==> config.mk <==
export PLATFORM = sky130hd
export DESIGN_NAME = adcr_readout
export DESIGN_NICKNAME = d
export VERILOG_FILES = /design/src/rtl/adcr_pkg.sv /design/src/rtl/adcr_sclk_gen.sv /design/src/rtl/adcr_seq.sv /design/src/rtl/adcr_word.sv /design/src/rtl/adcr_readout.sv
export SDC_FILE = /design/constraint.sdc
export NUM_CORES = 1
export LEC_CHECK = 0
export ABC_AREA = 1
export CAP_MARGIN = 10
export CELL_PAD_IN_SITES_DETAIL_PLACEMENT = 0
export CELL_PAD_IN_SITES_GLOBAL_PLACEMENT = 1
export CORE_UTILIZATION = 50
export DETAILED_ROUTE_END_ITERATION = 10
export DONT_BUFFER_PORTS = 1
export PLACE_DENSITY = 0.92
export SETUP_SLACK_MARGIN = 0.15
export SLEW_MARGIN = 30
export SYNTH_ARGS = -nofsm -noshare
export SYNTH_HDL_FRONTEND = slang
export SYNTH_HIERARCHICAL = 1
export SYNTH_SLANG_ARGS = --single-unit
==> constraint.sdc <==
create_clock -name clk -period 3.61 [get_ports clk]
set_clock_uncertainty 0.2 [all_clocks]
set_input_delay 0.5415 -clock clk [delete_from_list [all_inputs] [get_ports clk]]
set_output_delay 0.5415 -clock clk [all_outputs]
set_load 0.01 [all_outputs]
==> src/rtl/adcr_pkg.sv <==
package adcr_pkg;

    typedef enum logic [1:0] {
        ST_IDLE = 2'd0,
        ST_RUN  = 2'd1,
        ST_GAP  = 2'd2
    } seq_state_e;

    // Per-cycle event from the sequencer to the word assembler.
    typedef struct packed {
        logic stb;   // a rising sclk edge is made this cycle
        logic fin;   // that edge is the last one of the frame
    } bit_evt_t;

    localparam int unsigned SCLK_MIN_HZ = 800_000;
    localparam int unsigned SCLK_MAX_HZ = 4_800_000;

    function automatic bit sclk_rate_ok(input int unsigned clk_hz, input int unsigned half_div);
        int unsigned f;
        if (half_div == 0) return 1'b0;
        f = clk_hz / (2 * half_div);
        return (f >= SCLK_MIN_HZ) && (f <= SCLK_MAX_HZ);
    endfunction

    // Index of the last rising sclk edge of a frame.
    function automatic int unsigned last_rise(input int unsigned w, input logic dbl);
        return dbl ? (2 * w + 1) : (w + 2);
    endfunction

endpackage

==> src/rtl/adcr_sclk_gen.sv <==
module adcr_sclk_gen #(
    parameter int unsigned HALF_DIV = 25
) (
    input  logic clk,
    input  logic rst,
    input  logic run,
    output logic sclk,
    output logic rise_tick
);
    localparam int unsigned CW = $clog2(HALF_DIV + 1);

    logic [CW-1:0] cnt;
    logic          tick;

    assign tick      = run && (cnt == CW'(HALF_DIV - 1));
    assign rise_tick = tick && !sclk;

    always_ff @(posedge clk) begin
        if (rst || !run) begin
            cnt  <= '0;
            sclk <= 1'b1;
        end else if (tick) begin
            cnt  <= '0;
            sclk <= ~sclk;
        end else begin
            cnt <= cnt + 1'b1;
        end
    end
endmodule

==> src/rtl/adcr_seq.sv <==
module adcr_seq
    import adcr_pkg::*;
#(
    parameter int unsigned W        = 12,
    parameter int unsigned HALF_DIV = 25,
    localparam int unsigned IW      = $clog2(2 * W + 3)
) (
    input  logic          clk,
    input  logic          rst,
    input  logic          start,
    input  logic          dbl_mode,
    input  logic          rise_tick,
    output logic          cs_n,
    output logic          run,
    output logic          mode_q,
    output logic [IW-1:0] bit_idx,
    output bit_evt_t      evt
);
    localparam int unsigned GAP_LEN = 2 * HALF_DIV;
    localparam int unsigned GW      = $clog2(GAP_LEN + 1);

    seq_state_e    state;
    logic [IW-1:0] rise_cnt;
    logic [GW-1:0] gap_cnt;
    logic [IW-1:0] last_idx;

    assign run      = (state == ST_RUN);
    assign cs_n     = !run;
    assign bit_idx  = rise_cnt + 1'b1;
    assign last_idx = IW'(last_rise(W, mode_q));
    assign evt.stb  = run && rise_tick;
    assign evt.fin  = evt.stb && (bit_idx == last_idx);

    always_ff @(posedge clk) begin
        if (rst) begin
            state    <= ST_IDLE;
            rise_cnt <= '0;
            gap_cnt  <= '0;
            mode_q   <= 1'b0;
        end else begin
            case (state)
                ST_IDLE: begin
                    if (start) begin
                        state    <= ST_RUN;
                        mode_q   <= dbl_mode;
                        rise_cnt <= '0;
                    end
                end
                ST_RUN: begin
                    if (evt.stb) rise_cnt <= bit_idx;
                    if (evt.fin) begin
                        state   <= ST_GAP;
                        gap_cnt <= '0;
                    end
                end
                ST_GAP: begin
                    gap_cnt <= gap_cnt + 1'b1;
                    if (gap_cnt == GW'(GAP_LEN - 1)) state <= ST_IDLE;
                end
                default: state <= ST_IDLE;
            endcase
        end
    end
endmodule

==> src/rtl/adcr_word.sv <==
module adcr_word
    import adcr_pkg::*;
#(
    parameter int unsigned W  = 12,
    localparam int unsigned IW = $clog2(2 * W + 3)
) (
    input  logic                clk,
    input  logic                rst,
    input  bit_evt_t            evt,
    input  logic [IW-1:0]       bit_idx,
    input  logic                sdi,
    input  logic                mode_q,
    output logic signed [W-1:0] result,
    output logic                done,
    output logic                err
);
    localparam int unsigned FIRST_DATA = 3;
    localparam int unsigned LAST_DATA  = W + 2;

    logic [W-1:0] fwd;     // MSB-first copy
    logic [W-1:1] mir;     // LSB-first repeat, bit 0 is never resent
    logic         fin_q;
    logic         in_fwd;

    assign in_fwd = (bit_idx >= IW'(FIRST_DATA)) && (bit_idx <= IW'(LAST_DATA));

    always_ff @(posedge clk) begin
        if (rst) begin
            fwd <= '0;
            mir <= '0;
        end else if (evt.stb) begin
            if (in_fwd) fwd <= {fwd[W-2:0], sdi};
            for (int j = 1; j < W; j++) begin
                if (bit_idx == IW'(LAST_DATA + j)) mir[j] <= sdi;
            end
        end
    end

    always_ff @(posedge clk) begin
        if (rst) begin
            fin_q  <= 1'b0;
            done   <= 1'b0;
            err    <= 1'b0;
            result <= '0;
        end else begin
            fin_q <= evt.fin;
            done  <= fin_q;
            if (fin_q) begin
                result <= $signed(fwd);
                err    <= mode_q && (mir != fwd[W-1:1]);
            end
        end
    end
endmodule

==> src/rtl/adcr_readout.sv <==
module adcr_readout
    import adcr_pkg::*;
#(
    parameter int unsigned CLK_HZ   = 100_000_000,
    parameter int unsigned HALF_DIV = 25,
    parameter int unsigned W        = 12
) (
    input  logic                clk,
    input  logic                rst,
    input  logic                start,
    input  logic                dbl_mode,
    input  logic                sdi,
    output logic                cs_n,
    output logic                sclk,
    output logic signed [W-1:0] result,
    output logic                done,
    output logic                err
);
    localparam int unsigned IW = $clog2(2 * W + 3);

    if (!sclk_rate_ok(CLK_HZ, HALF_DIV)) begin : g_bad_rate
        $error("serial clock rate outside 0.8..4.8 MHz for this CLK_HZ/HALF_DIV");
    end

    logic          run;
    logic          rise_tick;
    logic          mode_q;
    logic [IW-1:0] bit_idx;
    bit_evt_t      evt;

    adcr_sclk_gen #(.HALF_DIV(HALF_DIV)) u_clk (
        .clk(clk), .rst(rst), .run(run), .sclk(sclk), .rise_tick(rise_tick)
    );

    adcr_seq #(.W(W), .HALF_DIV(HALF_DIV)) u_seq (
        .clk(clk), .rst(rst), .start(start), .dbl_mode(dbl_mode),
        .rise_tick(rise_tick), .cs_n(cs_n), .run(run), .mode_q(mode_q),
        .bit_idx(bit_idx), .evt(evt)
    );

    adcr_word #(.W(W)) u_word (
        .clk(clk), .rst(rst), .evt(evt), .bit_idx(bit_idx), .sdi(sdi),
        .mode_q(mode_q), .result(result), .done(done), .err(err)
    );
endmodule

== Word level (Yosys, flattened, before mapping) ==
Cells that the tools add are included.

* Order comparisons: 2
* Reduce and logical (&&, ||, !) cells: 29
* Bitwise operators: 1
* Equality and inequality tests: 21
* Multiplexer cells: 10
* Add/sub/neg operators: 3

{| class="wikitable"
|+ Operators by type and width
! operator !! number
|-
| equality test 5 bit (second input constant) || 11
|-
| AND reduction 2 bit || 14
|-
| 2-to-1 mux 5 bit || 3
|-
| one-hot mux 6 bit (2 select lines) || 1
|-
| != test 11 bit || 1
|-
| adder 5 x 1 -> 5 bit (second input constant) || 2
|-
| one-hot mux 5 bit (2 select lines) || 1
|-
| adder 6 x 1 -> 6 bit (second input constant) || 1
|-
| equality test 6 bit (second input constant) || 1
|-
| logical AND 1 bit || 6
|-
| 2-to-1 mux 2 bit || 3
|-
| 2-to-1 mux 6 bit || 1
|-
| != test 2 x 1 -> 1 bit (second input constant) || 3
|-
| one-hot mux 2 bit (3 select lines) || 1
|-
| AND reduction 3 bit || 2
|-
| equality test 5 x 4 -> 1 bit (second input constant) || 1
|-
| equality test 5 bit || 1
|-
| >= comparator 5 x 2 -> 1 bit (second input constant) || 1
|-
| less-or-equal comparator 5 x 4 -> 1 bit (second input constant) || 1
|-
| nonzero test 2 bit || 2
|-
| equality test 2 x 1 -> 1 bit (second input constant) || 1
|-
| equality test 2 bit (second input constant) || 1
|-
| logical NOT 1 bit || 2
|-
| logical NOT 2 bit || 1
|-
| 4 further kinds || 4
|}

* Word-level logic and storage cells: 88
* Output and inout port bits: 16
* Input bits: 5
* Flip-flop bits (word level): 58

== Longest topological paths before layout ==
Gate-level depths: netlist of run 1.

* Depth after elaboration: 7
* Depth in mapped cells: 16
* Gate-level depth less buffers: 16

== Cells and area by module ==
Netlist of run 1, hierarchy kept.

{| class="wikitable"
|+ By module, submodules not included
! module !! seq. area each (um^2) !! instances !! area an instance (um^2) !! cells each
|-
| adcr_word || 760.7 || 1 || 1736.7 || 213
|-
| adcr_seq || 280.3 || 1 || 789.5 || 115
|-
| adcr_sclk_gen || 120.1 || 1 || 321.6 || 43
|}

== Worst setup path before layout of run 1 ==
Ideal clock, no wire load.

* Kind: register to register
* Start point: register u_seq.state[1]
* End point: register u_word.fwd[9]
* Clock period less this slack: 2.086 ns
* Cell stages (with the launch flop): 16
* Slack: 1.524 ns
* Required time: 3.273 ns
* Data arrival time: 1.749 ns
* Library setup time: 0.137 ns
* Path buffers: 1
* Cells stage by stage: dfxtp_1 inv_1 nand2_2 inv_1 nand2_1 nor2_1 nand3_1 inv_1 inv_1 nor2_4 inv_1 nor2_1 nand3_4 buf_8 nor2_1 a211oi_2

{| class="wikitable"
|+ RTL lines
! element !! line !! text
|-
| from (decl) || adcr_seq.sv:22 || <nowiki>seq_state_e state;</nowiki>
|-
| from (signal assigned) || adcr_seq.sv:36 || <nowiki>state <= ST_IDLE;</nowiki>
|-
| from (signal assigned) || adcr_seq.sv:44 || <nowiki>state <= ST_RUN;</nowiki>
|-
| from (signal assigned) || adcr_seq.sv:52 || <nowiki>state <= ST_GAP;</nowiki>
|-
| to (signal assigned) || adcr_word.sv:32 || <nowiki>if (in_fwd) fwd <= {fwd[W-2:0], sdi};</nowiki>
|-
| to (decl) || adcr_word.sv:20 || <nowiki>logic [W-1:0] fwd;</nowiki>
|}

==> impl_metrics.yaml, run 1 <==
outcome:
  status: "completed"
clock_tree:
  htreeDepth: 3
  cts.sinks: 58
  cts_buffer_depth: 2
  cts_setup_buffers: 0
  clk_pin_slew_ns: 0.06
  clock_latency_ns: 0.33
  cts_tree: "done"
  root_buffer: "clkbuf_8"
  numCtsBuffers: 9
  cts_hold_buf: 0
  cts.repair.resized: 0
critical_path:
  cpMostUsedCell: "inv_1"
  slowest_delay_ns: 0.32
  crit_required_ns: 3.61
  path_class: "reg2reg"
  rr_worst_depth: 14
  startpoint_type: "register"
  path_cells: "inv_1 > nand2_2 > inv_1 > nand2_1 > nor2_1 > nand3_1 > inv_1 > inv_1 > nor2_4 > inv_1 > nor2_1 > nand3_4 > nor2_1 > a211oi_2"
  rr_endpoint: "u_word/fwd[9]"
  endpoint_kind: "register"
  worstPathArrival_ns: 2.41
  worstPathMaxFanout: 23
  regToRegSetupSlack_ns: 1.20
  rr_startpoint: "u_seq/state[1]"
  cpMaxStageDelayCell: "nand3_4"
yosys:
  synth-seq-cells: 58
  synthesis.instances: 371
  syn_avg_cell_area_um2: 7.68
  ys_types: 30
  yosysWarnings: 6
  synthesis.area_um2: 2850
  syn_nets: 381
  ys_seq_area_frac: 0.408
place:
  gp_congestion: 0.782
  hpwl_mm: 3.68
  portBuffers: 0
die:
  die_w_um: 77.5
  dieArea_um2: 6000
  die_y_um: 77.5
  io_pins: 21
  core_um2: 5510
  rows: 27
  initial_utilization: 0.517
sta:
  drv_slew: 0
  rsz0062_at_grt: "false"
  max_freq_mhz: 415
  timing.hold.ws_ns: 0.0870
  hold_viol_final: 0
  slew_headroom: 0.477
  finalCritPeriodShare: 0.668
  setup_viol: 0
  layout_min_cycle_time_ns: 2.41
  setup_total_negative_slack_ns: 0
  worstMarginPinSlew_ns: 0.784
detailed_routing:
  viasPerCell: 5.07
  first_iter_violations: 72
  dr.pass1.iters: 4
  wl_per_cell_um: 11.6
  route.detailed.drc: 0
  antenna_left: 0
  vias: 2257
  routed_wl_mm: 5.15
layout:
  diodes: 0
  area_growth_pct: 6.11
  post-route-util: 0.549
  nFillCells: 575
  layout-drive-gt1-share: 0.145
  fin_nets: 379
grt:
  antenna_found_initial: 0
  grt_pass1_wl_mm: 9.17
  first_global_vias: 2069
  track_usage: 0.194
  overflow: 0
  grt_max_degree: 52
pwr:
  p_leak_nw: 1.19
  power.ir.vdd_worst_mv: 0.248
  powerDensity_nw_per_um2: 392
hold_path:
  min_path_type: "in2reg"
  holdPathEnd: "u_seq/rise_cnt[4]"
  hold_path_depth: 1
  min_from: "rst"
flow_run:
  drv_cap: 0
[cell usage in the layout (no fill, tap or decap), drive strengths merged]
cell    netlist  layout
nand4        14      14
or2           3       3
nand3        34      34
xnor2         6       6
o31ai         1       1
clkinv        1       4
clkbuf        6      12
dfxtp        58      58
ha            5       5
xor2          1       1
inv          56      56
a211oi       26      26
o21ai         6       6
nand2        73      73
nor2         49      49
o21bai        1       1
a21oi        24      24
[worst max-delay path, delay by kind of cell, from the launching register on]
family	cells	cell delay, ns
buf+inv	5	0.39
flops	1	0.31
compound gates	1	0.05
simple gates	8	1.31
[flip-flops by register name, indices dropped and copies added (netlist names), 2 cells and up]
signal,cells
u_seq/state,2
u_clk/cnt,5
u_word/fwd,12
u_word/result,12
u_seq/gap_cnt,6
u_word/mir,11
u_seq/rise_cnt,5
[per-layer routing]
layer / GRT usage / routed length, µm / up-vias
met5: 0 / 0 / -
met4: 0.0736 / 74 / 0
met3: 0.0671 / 174 / 8
met2: 0.309 / 2320 / 29
met1: 0.240 / 2580 / 1014
li1: - / - / 1206
[power breakdown]
part           switching, W  internal, W
clock network      0.000240     0.000279
registers        0.00000303     0.000643
logic             0.0000130   0.00000611
total              0.000256     0.000928
[area by class of cell]
cell class,instances,area (µm²),share of cell area
clock buffer,12,155,0.0513
clock inverter,3,15.0,0.00497
inverter,57,214,0.0708
multi-input combinational,243,1390,0.459
sequential,58,1160,0.384
tap,72,90.1,0.0298
[cell families (layout without fill, tap and decap cells)]
group / Yosys count / in the layout / share of synthesized area
adder cells (fa/ha/maj): 5 / 5 / 0.0220
AO/OA/AOI/OAI: 58 / 58 / 0.151
flip-flops: 58 / 58 / 0.408
AND/OR/NAND/NOR: 173 / 173 / 0.292
XOR/XNOR: 7 / 7 / 0.0215
buffers and inverters: 70 / 72 / 0.105
[cells in the mapped netlist, drive strengths merged]
cell,n,share of area
o31ai,1,0.0026
a21oi,24,0.043
or2,3,0.0066
o21ai,6,0.014
xor2,1,0.0031
nor2,49,0.080
clkinv,1,0.0013
a211oi,26,0.088
nand4,14,0.031
dfxtp,58,0.41
nand2,73,0.11
xnor2,6,0.018
clkbuf,6,0.0079
nand3,34,0.068
buf,7,0.022
inv,56,0.074
ha,5,0.022
o21bai,1,0.0026
[through the flow]
step	instances	setup slack (ns)	power [W]	area [µm²]
4_1_cts	445	1.18	0.00120	3020
2_1_floorplan	371	1.52	0.000685	2850
6_report	445	1.20	0.00118	3020
5_1_grt	445	0.932	0.00123	3020
3_5_place_dp	430	1.20	0.000680	2850
3_3_place_gp	430	1.30	0.000679	2850
[how the worst max path moves through the flow]
stage                    from             to  slack, ns  depth (start not counted)
2_1_floorplan  u_seq/state[1]  u_word/fwd[9]       1.52                         15
3_3_place_gp   u_seq/state[1]  u_word/fwd[7]       1.30                         14
3_5_place_dp   u_seq/state[1]  u_word/fwd[9]       1.20                         14
4_1_cts        u_seq/state[1]  u_word/fwd[9]       1.18                         14
5_1_grt        u_seq/state[1]  u_word/fwd[9]       0.93                         14
6_report       u_seq/state[1]  u_word/fwd[9]       1.20                         14
No activity file was read; power rests on OpenSTA's default activity.
==> run 2: changes to the inputs <==
--- a/config.mk
+++ b/config.mk
@@ -9,10 +9,10 @@
 export CAP_MARGIN = 10
 export CELL_PAD_IN_SITES_DETAIL_PLACEMENT = 0
 export CELL_PAD_IN_SITES_GLOBAL_PLACEMENT = 1
-export CORE_UTILIZATION = 50
+export CORE_UTILIZATION = 42
 export DETAILED_ROUTE_END_ITERATION = 10
 export DONT_BUFFER_PORTS = 1
-export PLACE_DENSITY = 0.92
+export PLACE_DENSITY = 0.84
 export SETUP_SLACK_MARGIN = 0.15
 export SLEW_MARGIN = 30
 export SYNTH_ARGS = -nofsm -noshare
==> constraint.sdc (replaced) <==
create_clock -name clk -period 2.2 [get_ports clk]
set_clock_uncertainty 0.2 [all_clocks]
set_input_delay 0.33 -clock clk [delete_from_list [all_inputs] [get_ports clk]]
set_output_delay 0.33 -clock clk [all_outputs]
set_load 0.01 [all_outputs]
==> impl_metrics.yaml, run 2 (same netlist as run 1, synthesis figures left out) <==
outcome:
  status: "finished with violations"
  violations: "DRC"
place:
  portBuffers: 0
  hpwl_mm: 3.73
  gp_congestion: 0.771
  place_area_um2: 2910
sta:
  layout_min_cycle_time_ns: 2.01
  worstMarginPinSlew_ns: 0.420
  rsz0062_at_grt: "true"
  drv_slew: 0
  slew_headroom: 0.719
  max_freq_mhz: 498
  finalCritPeriodShare: 0.913
  setup_viol: 0
  setup_total_negative_slack_ns: 0
  hold_viol_final: 0
detailed_routing:
  route.detailed.drc: 4
  viasPerCell: 5.06
  routed_wl_mm: 6.17
  first_iter_violations: 114
  wl_per_cell_um: 12.6
  vias: 2468
  antenna_left: 0
  dr.pass1.iters: 7
critical_path:
  startpoint_type: "register"
  critPathBufInv: 6
  path_class: "reg2reg"
  rr_startpoint: "u_seq/state[1]"
  rr_worst_depth: 15
  cpMostUsedCell: "inv_2"
  crit_required_ns: 2.22
  path_delay_family: "simple AND/OR/NAND/NOR gates"
  regToRegSetupSlack_ns: 0.19
  path_cells: "inv_2 > nand2_2 > inv_2 > nand2_2 > nor2_2 > nand3_2 > inv_2 > inv_2 > nor2_4 > inv_2 > nor2_4 > buf_4 > nand3_4 > nor2_1 > a211oi_2"
  rr_endpoint: "u_word/fwd[0]"
  worstPathMaxFanout: 6
  endpoint_kind: "register"
  cpMaxStageDelayCell: "dfxtp_2"
  worstPathArrival_ns: 2.03
  slowest_delay_ns: 0.33
pwr:
  fin_total_pwr_w: 0.00217
  powerDensity_nw_per_um2: 613
  p_leak_nw: 1.40
  power.ir.vdd_worst_mv: 0.410
clock_tree:
  root_buffer: "clkbuf_8"
  cts_tree: "done"
  cts_buffer_depth: 2
  clock_latency_ns: 0.34
  numCtsBuffers: 9
  cts.sinks: 58
  clk_pin_slew_ns: 0.06
  htreeDepth: 3
grt:
  grt_max_degree: 52
  overflow: 0
  track_usage: 0.180
  antenna_found_initial: 0
  first_global_vias: 2321
  grt_pass1_wl_mm: 10.1
hold_path:
  hold_path_depth: 2
  holdPathEnd: "u_seq/state[1]"
  min_path_type: "in2reg"
  min_from: "rst"
layout:
  post-route-util: 0.549
  final_cell_mix: "nand2_1, dfxtp_1, inv_1"
  fin_area_um2: 3550
  diodes: 0
  fin_nets: 416
  layout-drive-gt1-share: 0.238
  final_common_cell: "nand2_1"
  area_growth_pct: 24.5
  top_regs: "u_word/fwd: 12 flops, u_word/result: 12 flops, u_word/mir: 11 flops"
die:
  die_y_um: 84.3
  die_w_um: 84.3
  rows: 29
  dieArea_um2: 7110
  io_pins: 21
  core_um2: 6460
  initial_utilization: 0.441
flow_run:
  drv_cap: 0
run 2: worst max-delay path by stage:
stage                     cells past startpoint            end  slack (ns)            from
after global placement                       13  u_word/fwd[9]        0.06    u_clk/cnt[0]
after CTS                                    13  u_word/fwd[0]        0.14    u_clk/cnt[0]
after floorplan                              15  u_word/fwd[9]        0.18  u_seq/state[1]
final                                        15  u_word/fwd[0]        0.19  u_seq/state[1]
after global routing                         15  u_word/fwd[0]        0.03  u_seq/state[1]
after detailed placement                     13  u_word/fwd[0]      0.0003    u_clk/cnt[0]
run 2: area by class of cell:
| type | instances | area [µm²] |
|---|---|---|
| clock buffers | 12 | 165 |
| clock inverters | 4 | 48.8 |
| fillers | 630 | 2910 |
| inverters | 57 | 219 |
| multi-input cells | 247 | 1530 |
| flip-flops and latches | 58 | 1170 |
| well taps | 77 | 96.3 |
| repair buffers | 33 | 314 |
run 2: layer usage:
layer | up-vias | wire (µm) | global-route usage
met5 | - | 0 | 0
met4 | 0 | 76 | 0.0647
met3 | 8 | 244 | 0.0669
met2 | 37 | 3000 | 0.303
met1 | 1133 | 2840 | 0.211
li1 | 1290 | - | -
run 2: worst reg2reg max path: cells and delay by family, from the launching register on:
kind	cells	cell delay [ns]
compound gates	1	0.05
buf+inv	6	0.42
simple gates	8	0.90
flops	1	0.33
run 2: stage by stage:
| step | hold slack, ns | instances | worst slack (ns) |
|---|---|---|---|
| 6_report | 0.0752 | 488 | 0.192 |
| 5_1_grt | 0.0775 | 488 | 0.0289 |
| 4_1_cts | -0.169 | 480 | 0.140 |
| 3_5_place_dp | 0.203 | 441 | 0.000256 |
| 3_3_place_gp | 0.203 | 441 | 0.0612 |
| 2_1_floorplan | 0.199 | 371 | 0.180 |
run 2: power by group:
group / total [W] / switching [W] / internal [W]
clock network: 0.00104 / 0.000431 / 0.000614
logic: 0.0000697 / 0.0000414 / 0.0000282
registers: 0.00106 / 0.00000558 / 0.00105
total: 0.00217 / 0.000478 / 0.00170
run 2: what timing repair did:
item | CTS | global route
setup buffers | 2 | 4
hold buffers | 18 | 3
pin swaps | 3 | 9
setup endpoints to repair | 14 | 27
resized for setup | 4 | 36
cloned | 3 | 1
hold endpoints to repair | 58 | 35
==> run 3: changes to the inputs <==
--- a/config.mk
+++ b/config.mk
@@ -6,12 +6,12 @@
 export NUM_CORES = 1
 export LEC_CHECK = 0
 export ABC_AREA = 1
+export BUFFER_PORTS_ARGS = -buffer_cell sky130_fd_sc_hd__clkbuf_2
 export CAP_MARGIN = 10
 export CELL_PAD_IN_SITES_DETAIL_PLACEMENT = 0
 export CELL_PAD_IN_SITES_GLOBAL_PLACEMENT = 1
-export CORE_UTILIZATION = 42
+export CORE_UTILIZATION = 40
 export DETAILED_ROUTE_END_ITERATION = 10
-export DONT_BUFFER_PORTS = 1
 export PLACE_DENSITY = 0.84
 export SETUP_SLACK_MARGIN = 0.15
 export SLEW_MARGIN = 30
@@ -19,3 +19,4 @@
 export SYNTH_HDL_FRONTEND = slang
 export SYNTH_HIERARCHICAL = 1
 export SYNTH_SLANG_ARGS = --single-unit
+export TNS_END_PERCENT = 20
==> impl_metrics.yaml, run 3 (same netlist as run 1, synthesis figures left out) <==
outcome:
  status: "completed"
detailed_routing:
  routed_wl_mm: 6.06
  route.detailed.drc: 0
  antenna_left: 0
  first_iter_violations: 112
  dr.pass1.iters: 4
  vias: 2455
  wl_per_cell_um: 11.9
  viasPerCell: 4.82
layout:
  seqCellArea_um2: 1170
  layout-drive-gt1-share: 0.283
  top_regs: "u_word/fwd: 12 flops, u_word/result: 12 flops, u_word/mir: 11 flops"
  multi_input_area_um2: 1490
  final_cell_mix: "nand2_1, dfxtp_1, inv_1"
  diodes: 0
  area_growth_pct: 20.8
  final_common_cell: "nand2_1"
  nFillCells: 702
  fin_nets: 418
  post-route-util: 0.504
die:
  core_um2: 6830
  rows: 30
  dieArea_um2: 7460
  initial_utilization: 0.417
  die_w_um: 86.4
  die_y_um: 86.4
  io_pins: 21
critical_path:
  path_delay_family: "simple AND/OR/NAND/NOR gates"
  path_cells: "inv_2 > nand2_2 > inv_2 > nand2_2 > nor2_4 > nand3_2 > inv_2 > inv_2 > nor2_4 > inv_2 > nor2_4 > buf_12 > nand3_4 > a211oi_2"
  cpMostUsedCell: "inv_2"
  rr_startpoint: "u_seq/state[1]"
  regToRegSetupSlack_ns: 0.19
  endpoint_kind: "register"
  rr_endpoint: "u_word/fwd[4]"
  path_class: "reg2reg"
  slowest_delay_ns: 0.32
  startpoint_type: "register"
  rr_worst_depth: 14
  worstPathMaxFanout: 6
  worstPathArrival_ns: 2.07
  critPathBufInv: 6
  cpMaxStageDelayCell: "dfxtp_2"
  crit_required_ns: 2.25
hold_path:
  min_from: "dbl_mode"
  hold_path_depth: 3
  holdPathEnd: "u_seq/mode_q"
  min_path_type: "in2reg"
clock_tree:
  cts_buffer_depth: 2
  cts_hold_buf: 0
  cts_tree: "done"
  numCtsBuffers: 9
  cts.sinks: 58
  clk_pin_slew_ns: 0.07
  root_buffer: "clkbuf_8"
  htreeDepth: 3
  clock_latency_ns: 0.33
sta:
  layout_min_cycle_time_ns: 2.01
  timing.hold.ws_ns: 0.0751
  slew_headroom: 0.744
  setup_viol: 0
  worstMarginPinSlew_ns: 0.384
  drv_slew: 0
  rsz0062_at_grt: "true"
  hold_viol_final: 0
  finalCritPeriodShare: 0.916
  max_freq_mhz: 496
place:
  portBuffers: 20
  hpwl_mm: 3.95
  gp_congestion: 0.825
pwr:
  swShare: 0.221
  p_sw_w: 0.000472
  p_leak_nw: 1.37
  fin_total_pwr_w: 0.00213
  pwr-share-comb: 0.034
  p_int_w: 0.00166
  powerDensity_nw_per_um2: 620
  pwr-share-seq: 0.496
  clkPwrFrac: 0.470
  power.ir.vdd_worst_mv: 0.387
grt:
  grt_pass1_wl_mm: 10.4
  first_global_vias: 2303
  track_usage: 0.176
  grt_max_degree: 38
  antenna_found_initial: 0
  overflow: 0
flow_run:
  drv_cap: 0
==> run 3: changes by cell type in the layout (fill, tap and decap cells not counted), sizes merged <==
cell         delta
clkbuf         +20
clkinvlp        +2
nor2            -1
buf             +3
clkinv          -2
dlygate4sd3    -20
==> run 3: worst register-to-register path: cells and delay by family, from the launching register on <==
family          cells  cell delay, ns
compound gates      1            0.25
buf+inv             6            0.42
flops               1            0.32
simple gates        7            0.75
==> run 3: per-stage QoR <==
step | setup slack, ns | TNS (ns) | instance area (µm²) | std cells
final | 0.185 | 0 | 3440 | 509
after CTS | 0.157 | 0 | 3360 | 504
after global routing | 0.0368 | 0 | 3440 | 509
after global placement | 0.0691 | 0 | 3060 | 482
after detailed placement | -0.0225 | -0.0387 | 3060 | 482
after floorplan | 0.180 | 0 | 2850 | 371
==> run 3: worst max path at each step <==
stage	startpoint	to	slack, ns	cells after the start
after floorplan	u_seq/state[1]	u_word/fwd[9]	0.18	15
after CTS	u_clk/cnt[1]	u_word/mir[6]	0.16	12
final	u_seq/state[1]	u_word/fwd[4]	0.19	14
after global placement	u_clk/cnt[0]	u_word/fwd[9]	0.07	13
after detailed placement	u_clk/cnt[0]	u_word/fwd[0]	-0.02	13
after global routing	u_seq/state[1]	u_word/fwd[4]	0.04	14
==> run 3: layout make-up <==
cell class	instances	area share
Sequential cell	58	0.339
Tap cell	96	0.0349
Timing Repair Buffer	36	0.0713
Multi-Input combinational cell	246	0.433
Inverter	57	0.0622
Clock inverter	4	0.0145
Clock buffer	12	0.0451
==> run 3: layer usage <==
| metal | share of wire | wire length (µm) | global-route usage |
|---|---|---|---|
| met1 | 0.45 | 2750 | 0.208 |
| met2 | 0.49 | 2970 | 0.301 |
| met3 | 0.040 | 243 | 0.0571 |
| met4 | 0.016 | 94 | 0.0606 |
| met5 | 0 | 0 | 0 |
==> run 3: what timing repair did <==
item                       in CTS  in global routing
pin swaps                       6                  7
hold endpoints to repair        0                  0
setup buffers                   3                  5
gates cloned                    3                  0
gates resized for setup         9                 19
setup endpoints to repair      16                 32
==> run 3: power groups by stage <==
stage / logic (W) / clock network, W / registers (W)
finish: 0.0000723 / 0.00100 / 0.00106
CTS: 0.0000681 / 0.00103 / 0.00106
global placement: 0.0000652 / 0 / 0.00108
global route: 0.0000817 / 0.00108 / 0.00106
detailed placement: 0.0000656 / 0 / 0.00108
floorplan: 0.0000421 / 0 / 0.00108
